## config.mk

```make
export PLATFORM = sky130hd
export DESIGN_NAME = sinc3_decim
export DESIGN_NICKNAME = d
export VERILOG_FILES = /design/src/rtl/sinc3_pkg.sv /design/src/rtl/sinc3_rate_ctl.sv /design/src/rtl/sinc3_integ.sv /design/src/rtl/sinc3_comb.sv /design/src/rtl/sinc3_fmt.sv /design/src/rtl/sinc3_decim.sv
export SDC_FILE = /design/constraint.sdc
export NUM_CORES = 2
export LEC_CHECK = 0
export ABC_AREA = 1
export CAP_MARGIN = 40
export CORE_MARGIN = 4
export CORE_UTILIZATION = 55
export DETAILED_ROUTE_END_ITERATION = 10
export PLACE_DENSITY = 0.71
export SYNTH_ARGS = -nofsm -noshare
export SYNTH_HDL_FRONTEND = slang
export SYNTH_HIERARCHICAL = 1
export SYNTH_SLANG_ARGS = --single-unit
```

## constraint.sdc

```tcl
create_clock -name clk -period 20.1 [get_ports clk]
set_input_delay 4.02 -clock clk [delete_from_list [all_inputs] [get_ports clk]]
set_output_delay 4.02 -clock clk [all_outputs]
set_load 0.1 [all_outputs]
```

## src/rtl/sinc3_pkg.sv

```systemverilog
package sinc3_pkg;
    localparam int ORDER    = 3;
    localparam int CODE_W   = 12;
    localparam int ACC_W    = 34;
    localparam int OUT_W    = 24;
    localparam int NARROW_W = 16;
    localparam int CODE_MIN = 19;
    localparam int CODE_MAX = 2000;
    localparam int SHIFT    = ACC_W - OUT_W;
    localparam int SETTLE_W = $clog2(ORDER);

    typedef logic [ACC_W-1:0]  acc_t;
    typedef logic [CODE_W-1:0] code_t;

    typedef struct packed {
        code_t               pend;
        code_t               act;
        code_t               cnt;
        logic [SETTLE_W-1:0] settle;
        logic                chan;
        logic                err;
    } ctl_t;

    typedef struct packed {
        logic [OUT_W-1:0] word;
        logic             vld;
    } out_t;

    function automatic logic code_legal(input code_t c);
        return (int'(c) >= CODE_MIN) && (int'(c) <= CODE_MAX);
    endfunction
endpackage

```

## src/rtl/sinc3_rate_ctl.sv

```systemverilog
module sinc3_rate_ctl
    import sinc3_pkg::*;
#(
    parameter int RATE_DEFAULT = 24
) (
    input  logic  clk,
    input  logic  rst_n,
    input  logic  stb,
    input  code_t rate_code,
    input  logic  rate_wr,
    input  logic  restart_n,
    input  logic  chan_sel,
    output logic  restart,
    output logic  boundary,
    output logic  settled,
    output code_t active_code,
    output logic  rate_err
);
    localparam logic [SETTLE_W-1:0] SETTLE_LAST = SETTLE_W'(ORDER - 1);

    ctl_t s_q, s_d;

    assign restart     = !restart_n || (chan_sel != s_q.chan);
    assign boundary    = !restart && stb && (s_q.cnt == code_t'(s_q.act - 1'b1));
    assign settled     = (s_q.settle == SETTLE_LAST);
    assign active_code = s_q.act;
    assign rate_err    = s_q.err;

    always_comb begin
        s_d = s_q;
        if (rate_wr) begin
            if (code_legal(rate_code)) s_d.pend = rate_code;
            else                       s_d.err  = 1'b1;
        end
        if (restart) begin
            s_d.act    = s_q.pend;
            s_d.cnt    = '0;
            s_d.settle = '0;
            s_d.chan   = chan_sel;
        end else if (stb) begin
            if (boundary) begin
                s_d.cnt = '0;
                if (s_q.settle != SETTLE_LAST) s_d.settle = s_q.settle + 1'b1;
            end else begin
                s_d.cnt = s_q.cnt + 1'b1;
            end
        end
    end

    always_ff @(posedge clk or negedge rst_n) begin
        if (!rst_n) begin
            s_q.pend   <= code_t'(RATE_DEFAULT);
            s_q.act    <= code_t'(RATE_DEFAULT);
            s_q.cnt    <= '0;
            s_q.settle <= '0;
            s_q.chan   <= 1'b0;
            s_q.err    <= 1'b0;
        end else begin
            s_q <= s_d;
        end
    end

    a_r3_code_in_range: assert property (@(posedge clk) disable iff (!rst_n)
        code_legal(s_q.act));
    a_r3_code_only_on_restart: assert property (@(posedge clk) disable iff (!rst_n)
        !restart |=> $stable(active_code));
    a_r4_bad_code_flags: assert property (@(posedge clk) disable iff (!rst_n)
        (rate_wr && !code_legal(rate_code)) |=> rate_err);
    a_r4_err_sticky: assert property (@(posedge clk) disable iff (!rst_n)
        rate_err |=> rate_err);
    a_r2_count_below_code: assert property (@(posedge clk) disable iff (!rst_n)
        s_q.cnt < s_q.act);
endmodule

```

## src/rtl/sinc3_integ.sv

```systemverilog
module sinc3_integ #(
    parameter int STAGES = 3,
    parameter int W      = 34
) (
    input  logic         clk,
    input  logic         rst_n,
    input  logic         clear,
    input  logic         en,
    input  logic         din,
    output logic [W-1:0] tap
);
    logic [STAGES-1:0][W-1:0] i_q, i_d, sum;

    for (genvar g = 0; g < STAGES; g++) begin : g_stage
        if (g == 0) begin : g_first
            assign sum[g] = i_q[g] + {{(W-1){1'b0}}, din};
        end else begin : g_rest
            assign sum[g] = i_q[g] + sum[g-1];
        end
    end

    assign tap = sum[STAGES-1];

    always_comb begin
        i_d = i_q;
        if (clear)   i_d = '0;
        else if (en) i_d = sum;
    end

    always_ff @(posedge clk or negedge rst_n) begin
        if (!rst_n) i_q <= '0;
        else        i_q <= i_d;
    end

    a_r10_idle_holds: assert property (@(posedge clk) disable iff (!rst_n)
        (!en && !clear) |=> $stable(i_q));
endmodule

```

## src/rtl/sinc3_comb.sv

```systemverilog
module sinc3_comb #(
    parameter int STAGES = 3,
    parameter int W      = 34
) (
    input  logic         clk,
    input  logic         rst_n,
    input  logic         clear,
    input  logic         en,
    input  logic [W-1:0] din,
    output logic [W-1:0] result
);
    logic [STAGES-1:0][W-1:0] d_q, d_d, stage_in, diff;

    for (genvar g = 0; g < STAGES; g++) begin : g_stage
        if (g == 0) begin : g_first
            assign stage_in[g] = din;
        end else begin : g_rest
            assign stage_in[g] = diff[g-1];
        end
        assign diff[g] = stage_in[g] - d_q[g];
    end

    assign result = diff[STAGES-1];

    always_comb begin
        d_d = d_q;
        if (clear)   d_d = '0;
        else if (en) d_d = stage_in;
    end

    always_ff @(posedge clk or negedge rst_n) begin
        if (!rst_n) d_q <= '0;
        else        d_q <= d_d;
    end

    a_r6_clear_empties: assert property (@(posedge clk) disable iff (!rst_n)
        clear |=> (d_q == '0));
endmodule

```

## src/rtl/sinc3_fmt.sv

```systemverilog
module sinc3_fmt
    import sinc3_pkg::*;
(
    input  acc_t             raw,
    input  acc_t             full,
    input  logic             wide,
    input  logic             unip,
    output logic [OUT_W-1:0] word
);
    logic [OUT_W-1:0] uni_w, bip_w, w24;

    assign uni_w = raw[ACC_W-1:SHIFT];
    assign bip_w = OUT_W'(({raw[ACC_W-2:0], 1'b0} - full) >> SHIFT)
                 ^ {1'b1, {(OUT_W-1){1'b0}}};
    assign w24   = unip ? uni_w : bip_w;

    always_comb begin
        if (wide) word = w24;
        else      word = {{(OUT_W-NARROW_W){1'b0}}, w24[OUT_W-1 -: NARROW_W]};
    end
endmodule

```

## src/rtl/sinc3_decim.sv

```systemverilog
module sinc3_decim
    import sinc3_pkg::*;
#(
    parameter int RATE_DEFAULT = 24
) (
    input  logic                  clk,
    input  logic                  rst_n,
    input  logic                  mod_bit,
    input  logic                  mod_stb,
    input  logic [CODE_W-1:0]     rate_code,
    input  logic                  rate_wr,
    input  logic                  restart_n,
    input  logic                  chan_sel,
    input  logic                  wide_word,
    input  logic                  unipolar,
    output logic [OUT_W-1:0]      dout,
    output logic                  dout_vld,
    output logic                  rate_err
);
    logic  restart, boundary, settled;
    code_t active_code;
    acc_t  integ_tap, comb_res, full_scale;
    logic [OUT_W-1:0] word;
    out_t  o_q, o_d;

    sinc3_rate_ctl #(.RATE_DEFAULT(RATE_DEFAULT)) u_ctl (
        .clk, .rst_n, .stb(mod_stb), .rate_code, .rate_wr, .restart_n,
        .chan_sel, .restart, .boundary, .settled, .active_code, .rate_err
    );

    sinc3_integ #(.STAGES(ORDER), .W(ACC_W)) u_integ (
        .clk, .rst_n, .clear(restart), .en(mod_stb), .din(mod_bit), .tap(integ_tap)
    );

    sinc3_comb #(.STAGES(ORDER), .W(ACC_W)) u_comb (
        .clk, .rst_n, .clear(restart), .en(boundary), .din(integ_tap), .result(comb_res)
    );

    always_comb begin
        full_scale = acc_t'(1);
        for (int k = 0; k < ORDER; k++)
            full_scale = acc_t'(full_scale * acc_t'(active_code));
    end

    sinc3_fmt u_fmt (
        .raw(comb_res), .full(full_scale), .wide(wide_word), .unip(unipolar), .word
    );

    always_comb begin
        o_d     = o_q;
        o_d.vld = boundary && settled;
        if (boundary) o_d.word = word;
    end

    always_ff @(posedge clk or negedge rst_n) begin
        if (!rst_n) o_q <= '0;
        else        o_q <= o_d;
    end

    assign dout     = o_q.word;
    assign dout_vld = o_q.vld;

    a_r5_no_vld_after_restart: assert property (@(posedge clk) disable iff (!rst_n)
        restart |=> !dout_vld);
    a_r2_vld_single_cycle: assert property (@(posedge clk) disable iff (!rst_n)
        dout_vld |=> !dout_vld);
    a_r10_vld_needs_strobe: assert property (@(posedge clk) disable iff (!rst_n)
        !mod_stb |=> !dout_vld);
    a_r9_narrow_top_zero: assert property (@(posedge clk) disable iff (!rst_n)
        (dout_vld && !$past(wide_word)) |-> (dout[OUT_W-1:NARROW_W] == '0));
endmodule

```

# Yosys cells after proc, flatten, opt, wreduce, memory -nomap -nowiden

Index checks and enable logic that the tools add are counted.

Add/sub/neg operators: 10
Multiply operators: 2
$lt $le $gt $ge: 2
Eq/ne operators: 4
Muxes and demuxes: 11
Bitwise operators: 2
Reduce and logical (&&, ||, !) cells: 13

Operators by type and width:

| operator                                                                | number |
|---|---|
| 102-bit 2-to-1 mux                                                      | 4 |
| 34-bit subtractor                                                       | 4 |
| 34-bit adder                                                            | 2 |
| 24-bit 2-to-1 mux                                                       | 2 |
| 34-bit by 1-bit adder with 34-bit output                                | 1 |
| 24-bit by 12-bit multiplier with 34-bit output                          | 1 |
| 14-bit 2-to-1 mux                                                       | 2 |
| 12-bit by 12-bit multiplier with 24-bit output                          | 1 |
| 12-bit by 1-bit adder with 12-bit output, second input constant         | 1 |
| 12-bit equality test                                                    | 1 |
| 12-bit by 5-bit >= comparator with 1-bit output, second input constant  | 1 |
| 12-bit by 11-bit <= comparator with 1-bit output, second input constant | 1 |
| 12-bit 2-to-1 mux                                                       | 1 |
| 12-bit by 1-bit subtractor with 12-bit output, second input constant    | 1 |
| 2-bit nonzero test                                                      | 3 |
| 1-bit logical AND                                                       | 4 |
| 2-bit 2-to-1 mux                                                        | 2 |
| 2-bit AND reduction                                                     | 2 |
| 3-bit AND reduction                                                     | 1 |
| 2-bit by 1-bit adder with 2-bit output, second input constant           | 1 |
| 2-bit equality test, second input constant                              | 1 |
| 1-bit logical NOT                                                       | 2 |
| 2-bit != test, second input constant                                    | 1 |
| 1-bit NOT                                                               | 2 |
| 2 further kinds                                                         | 2 |

Bits in registers: 269
Bits of input ports: 21

# Depth between registers and ports, before layout

Depth in word-level cells: 10
Gate-level depth with buffers: 69
Depth with buffers taken out: 69

# Cells and area by module

Netlist, hierarchy kept.

Modules (own cells, without submodules):

| module         | times used | cells an instance | area each (sq um) |
|---|---|---|---|
| sinc3_decim    | 1          | 1,672             | 13,316.5 |
| sinc3_comb     | 1          | 1,434             | 9,975.8 |
| sinc3_integ    | 1          | 1,229             | 8,826.0 |
| sinc3_fmt      | 1          | 611               | 2,981.6 |
| sinc3_rate_ctl | 1          | 317               | 2,359.8 |

# Least setup slack after synthesis

No wires, ideal clock.

Path type: in2reg
From: input port mod_bit
To: register o_q (netlist bit dout[13])
Arrival time: 12.385 ns
Required time: 19.975 ns
Setup slack: 7.590 ns
Stages on the path: 62
Path buffers: 0
Cells stage by stage: ha_1 > ha_1 > nand2_1 > inv_1 > nand2_1 > nor2_1 > nand3_1 > nor4_1 > xor2_1 > inv_1 > ha_1 > a21oi_1 > o21ai_0 > inv_1 > o21ai_0 > a21oi_1 > or2_1 > and2_1 > [26 not listed] > nand2_1 > nor2_1 > inv_1 > nor2_1 > a221oi_1 > o21ai_0 > xor2_1 > ha_1 > nand2_1 > nor2_1 > nand2_1 > nor3_1 > nand2_2 > nand3_1 > nand3_2 > nand3_1 > nand2_1 > mux2_2

Cells in the longest elaborated chain, start to end: 9

Ends and longest elaborated chain:

| what                                     | line              | source |
|---|---|---|
| start: declaration                       | sinc3_decim.sv:8  | `input logic mod_bit,` |
| 34-bit by 1-bit adder with 34-bit output | sinc3_integ.sv:16 | `assign sum[g] = i_q[g] + {{(W-1){1'b0}}, din};` |
| 34-bit adder (2 in a row)                | sinc3_integ.sv:18 | `assign sum[g] = i_q[g] + sum[g-1];` |
| net integ_tap[25]                        | sinc3_decim.sv:22 | `acc_t integ_tap, comb_res, full_scale;` |
| 34-bit subtractor (3 in a row)           | sinc3_comb.sv:20  | `assign diff[g] = stage_in[g] - d_q[g];` |
| net comb_res[28]                         | sinc3_decim.sv:22 |  |
| 34-bit subtractor                        | sinc3_fmt.sv:13   | `assign bip_w = OUT_W'(({raw[ACC_W-2:0], 1'b0} - full) >> SHIFT)` |
| 24-bit 2-to-1 mux                        | sinc3_fmt.sv:15   | `assign w24 = unip ? uni_w : bip_w;` |
| 24-bit 2-to-1 mux                        | sinc3_fmt.sv:18   | `if (wide) word = w24;` |
| net word[13]                             | sinc3_decim.sv:23 | `logic [OUT_W-1:0] word;` |
| end signal: assignment                   | sinc3_decim.sv:56 | `if (!rst_n) o_q <= '0;` |
| end signal: assignment                   | sinc3_decim.sv:57 | `else o_q <= o_d;` |
| end: declaration                         | sinc3_decim.sv:24 | `out_t o_q, o_d;` |

The timed path passes the listed nets, and every way through them passes these cells.
A chain may end at the register's enable or synchronous reset.

# Worst setup path in the final report

From: input port mod_bit
To: register o_q (netlist bit dout[14])

The elaborated chain is that of the path after synthesis.

==> impl_metrics.json <==
{
  "ys_seq_elements": 269,
  "die_h_um": 269.0,
  "yosysTopAreaCell": "dfrtp_1",
  "cp_max_fo": 6,
  "holdWs_ns": 0.4770,
  "final_layout_size_suffix_gt1_share_pct": 7.168,
  "final_antenna_net_count": 0,
  "hpwl_um": 85740,
  "synth_seq_area_share_pct": 17.98,
  "grt-ovfl-total": 0,
  "synth_top_area_share_pct": 17.70,
  "syn_area_um2": 37460,
  "antenna_found_initial": 2,
  "grt.total_usage_pct": 29.90,
  "final-setup-viol-count": 0,
  "clock_path_buffers": 3,
  "min_period_over_period_pct": 74.32,
  "num_vias": 33702,
  "tritoncts": "built",
  "hold_path_class": "reg -> reg",
  "rows": 95,
  "r2r_setup_slack_ns": 7.62,
  "fin_crit_ns": 14.94,
  "synth_common_cells": "nand2_1 (1248), inv_1 (1044), nor2_1 (438), ha_1 (331), fa_1 (291)",
  "cts_buffers": 37,
  "cp.required_ns": 20.56,
  "hold_end": "u_ctl/rate_err",
  "critPathBufInv": 9,
  "crit_type": "in -> reg",
  "die_x_um": 269.0,
  "grt_max_degree": 84,
  "fmax_mhz": 66.94,
  "syn_nets": 5906,
  "core_area_um2": 67400,
  "dieArea_um2": 72350,
  "drtPass1Iterations": 8,
  "synthDistinctLibCells": 75,
  "htree_num_levels": 2,
  "place.port_buffers": 46,
  "crit_top_cell": "nand2_1",
  "cts_root_buf": "clkbuf_16",
  "cts_hold_buf": 0,
  "clkSlewWorstSetupHoldPaths_ns": 0.07,
  "yosysMostFrequentCell": "nand2_1",
  "worst-endpoint-arrival_ns": 15.40,
  "area_growth_pct": 9.112,
  "crit_path_end_kind": "flop",
  "avgViaCountPerCell": 5.432,
  "tightest_slew_ns": 0.9434,
  "fin_tns_setup_ns": 0,
  "drt_iter0_drc": 2501,
  "nFillCells": 6280,
  "holdPathStages": 1,
  "yosysWarnings": 6,
  "cp_top_family": "compound AO/OA/AOI/OAI gates",
  "hold_path.startpoint": "u_ctl/rate_err",
  "start_util_pct": 55.58,
  "rr_endpoint": "dout[3]",
  "gp_congestion": 0.9615,
  "status": "finished clean",
  "worstRegToRegCells": 44,
  "synth.top_cells.by_area": "dfrtp_1 (18%), fa_1 (16%), nand2_1 (13%)",
  "final.setup_skew_ns": 0.03589,
  "io_pins": 47,
  "cts.sinks": 269,
  "rsz0062_at_grt": "no",
  "slew-limit-headroom_pct": 37.11,
  "reg2reg_from": "u_ctl/active_code[4]",
  "detail_route.wl_per_cell_um": 17.25,
  "synthArstFlopShare_pct": 100.0,
  "drt-total-wl_um": 107100,
  "cts_resized": 0,
  "avgSynthCellArea_um2": 7.118,
  "cp_slowest_cell": "clkdlybuf4s50_1",
  "cp_slowest_stage_delay_ns": 0.46,
  "syn_inst": 5263,
  "drv_cap": 0,
  "grt_pass1_vias": 33394,
  "synth_edf_count": 0,
  "clk_latency_ns": 0.58,
  "synth_flop_cell": "dfrtp_1",
  "grt_pass1_wl_um": 173600,
  "drc": 0,
  "fin_nets": 5943,
  "drv_slew": 0,
  "timing_hold_violations_final": 0,
  "cts_setup_buffers": 0,
  "critPathLaunchType": "primary input"
}
==> metal layers <==
metal / vias to the layer above / global-route usage [%] / part of all wire, %
met3: 241 / 4.891 / 6.5
met4: 0 / 12.32 / 4.6
met1: 15915 / 40.40 / 44
met5: - / 0 / 0
met2: 1029 / 48.12 / 45
li1: 16517 / - / -
==> area by class of cell <==
class / instances / area [µm²] / share of cell area [%]
tap: 873 / 1092 / 2.672
inverter: 1062 / 3986 / 9.753
timing repair buffer: 111 / 1460 / 3.572
clock buffer: 50 / 1056 / 2.584
multi-input combinational: 3819 / 26250 / 64.23
clock inverter: 18 / 285.3 / 0.6980
antenna: 2 / 5.005 / 0.01224
sequential: 269 / 6736 / 16.48
==> flip-flops by register name, summed over array words and instances (netlist names) <==
name and cells:
dout 24, dout_vld 1, u_comb/d_q 102, u_ctl/active_code 12, u_ctl/rate_err 1, u_ctl/s_q 27, u_integ/i_q 102
==> metrics by stage <==
| stage | instance area (µm²) | setup WS (ns) | util (%) | cells |
|---|---|---|---|---|
| after floorplan | 37460 | 7.590 | - | 5263 |
| after global placement | 38750 | 4.726 | 57.50 | 6098 |
| after detailed placement | 39530 | 4.884 | 58.65 | 6134 |
| after CTS | 40870 | 5.404 | 60.64 | 6202 |
| after global routing | 40870 | 4.301 | 60.65 | 6204 |
| final | 40870 | 5.161 | 60.65 | 6204 |
==> cells in the final DEF (no fill, tap or decap), types with 25 or more instances in the layout <==
master           Yosys  routed
nand2_1           1248    1248
inv_1             1044    1043
nor2_1             438     435
ha_1               331     331
fa_1               291     291
dfrtp_1            265     265
o21ai_0            242     242
a21oi_1            236     236
nand3_1            225     225
xor2_1             159     159
xnor2_1             54      54
nand2_2             51      51
clkdlybuf4s50_1      0      45
a21o_1              40      40
nor3_1              39      39
o22ai_1             39      39
clkbuf_16            0      38
nand4_1             35      35
buf_4               13      32
a22o_1              32      32
o21ai_1             29      29
and2_1              25      25
or2_2               25      25
==> kinds of logic after synthesis <==
group,Yosys count,synth area share [%]
AO/OA/AOI/OAI,739,11.70
multiplexers,24,0.7215
AND/OR/NAND/NOR,2210,25.56
XOR/XNOR,223,5.414
buffers and inverters,1175,12.00
adder cells (fa/ha/maj),622,26.61
flip-flops,269,17.98
other,1,0.01001
==> worst max path at each step <==
stage             from        to  slack, ns  depth (start not counted)
2_1_floorplan  mod_bit  dout[13]       7.59                         62
3_3_place_gp   mod_bit  dout[14]       4.73                         62
3_5_place_dp   mod_bit  dout[14]       4.88                         65
4_1_cts        mod_bit  dout[14]       5.40                         63
5_1_grt        mod_bit  dout[12]       4.30                         63
6_report       mod_bit  dout[14]       5.16                         61
Power is not shown: default switching activity piles up to over one toggle a cycle in this logic, so the estimate is an artifact.
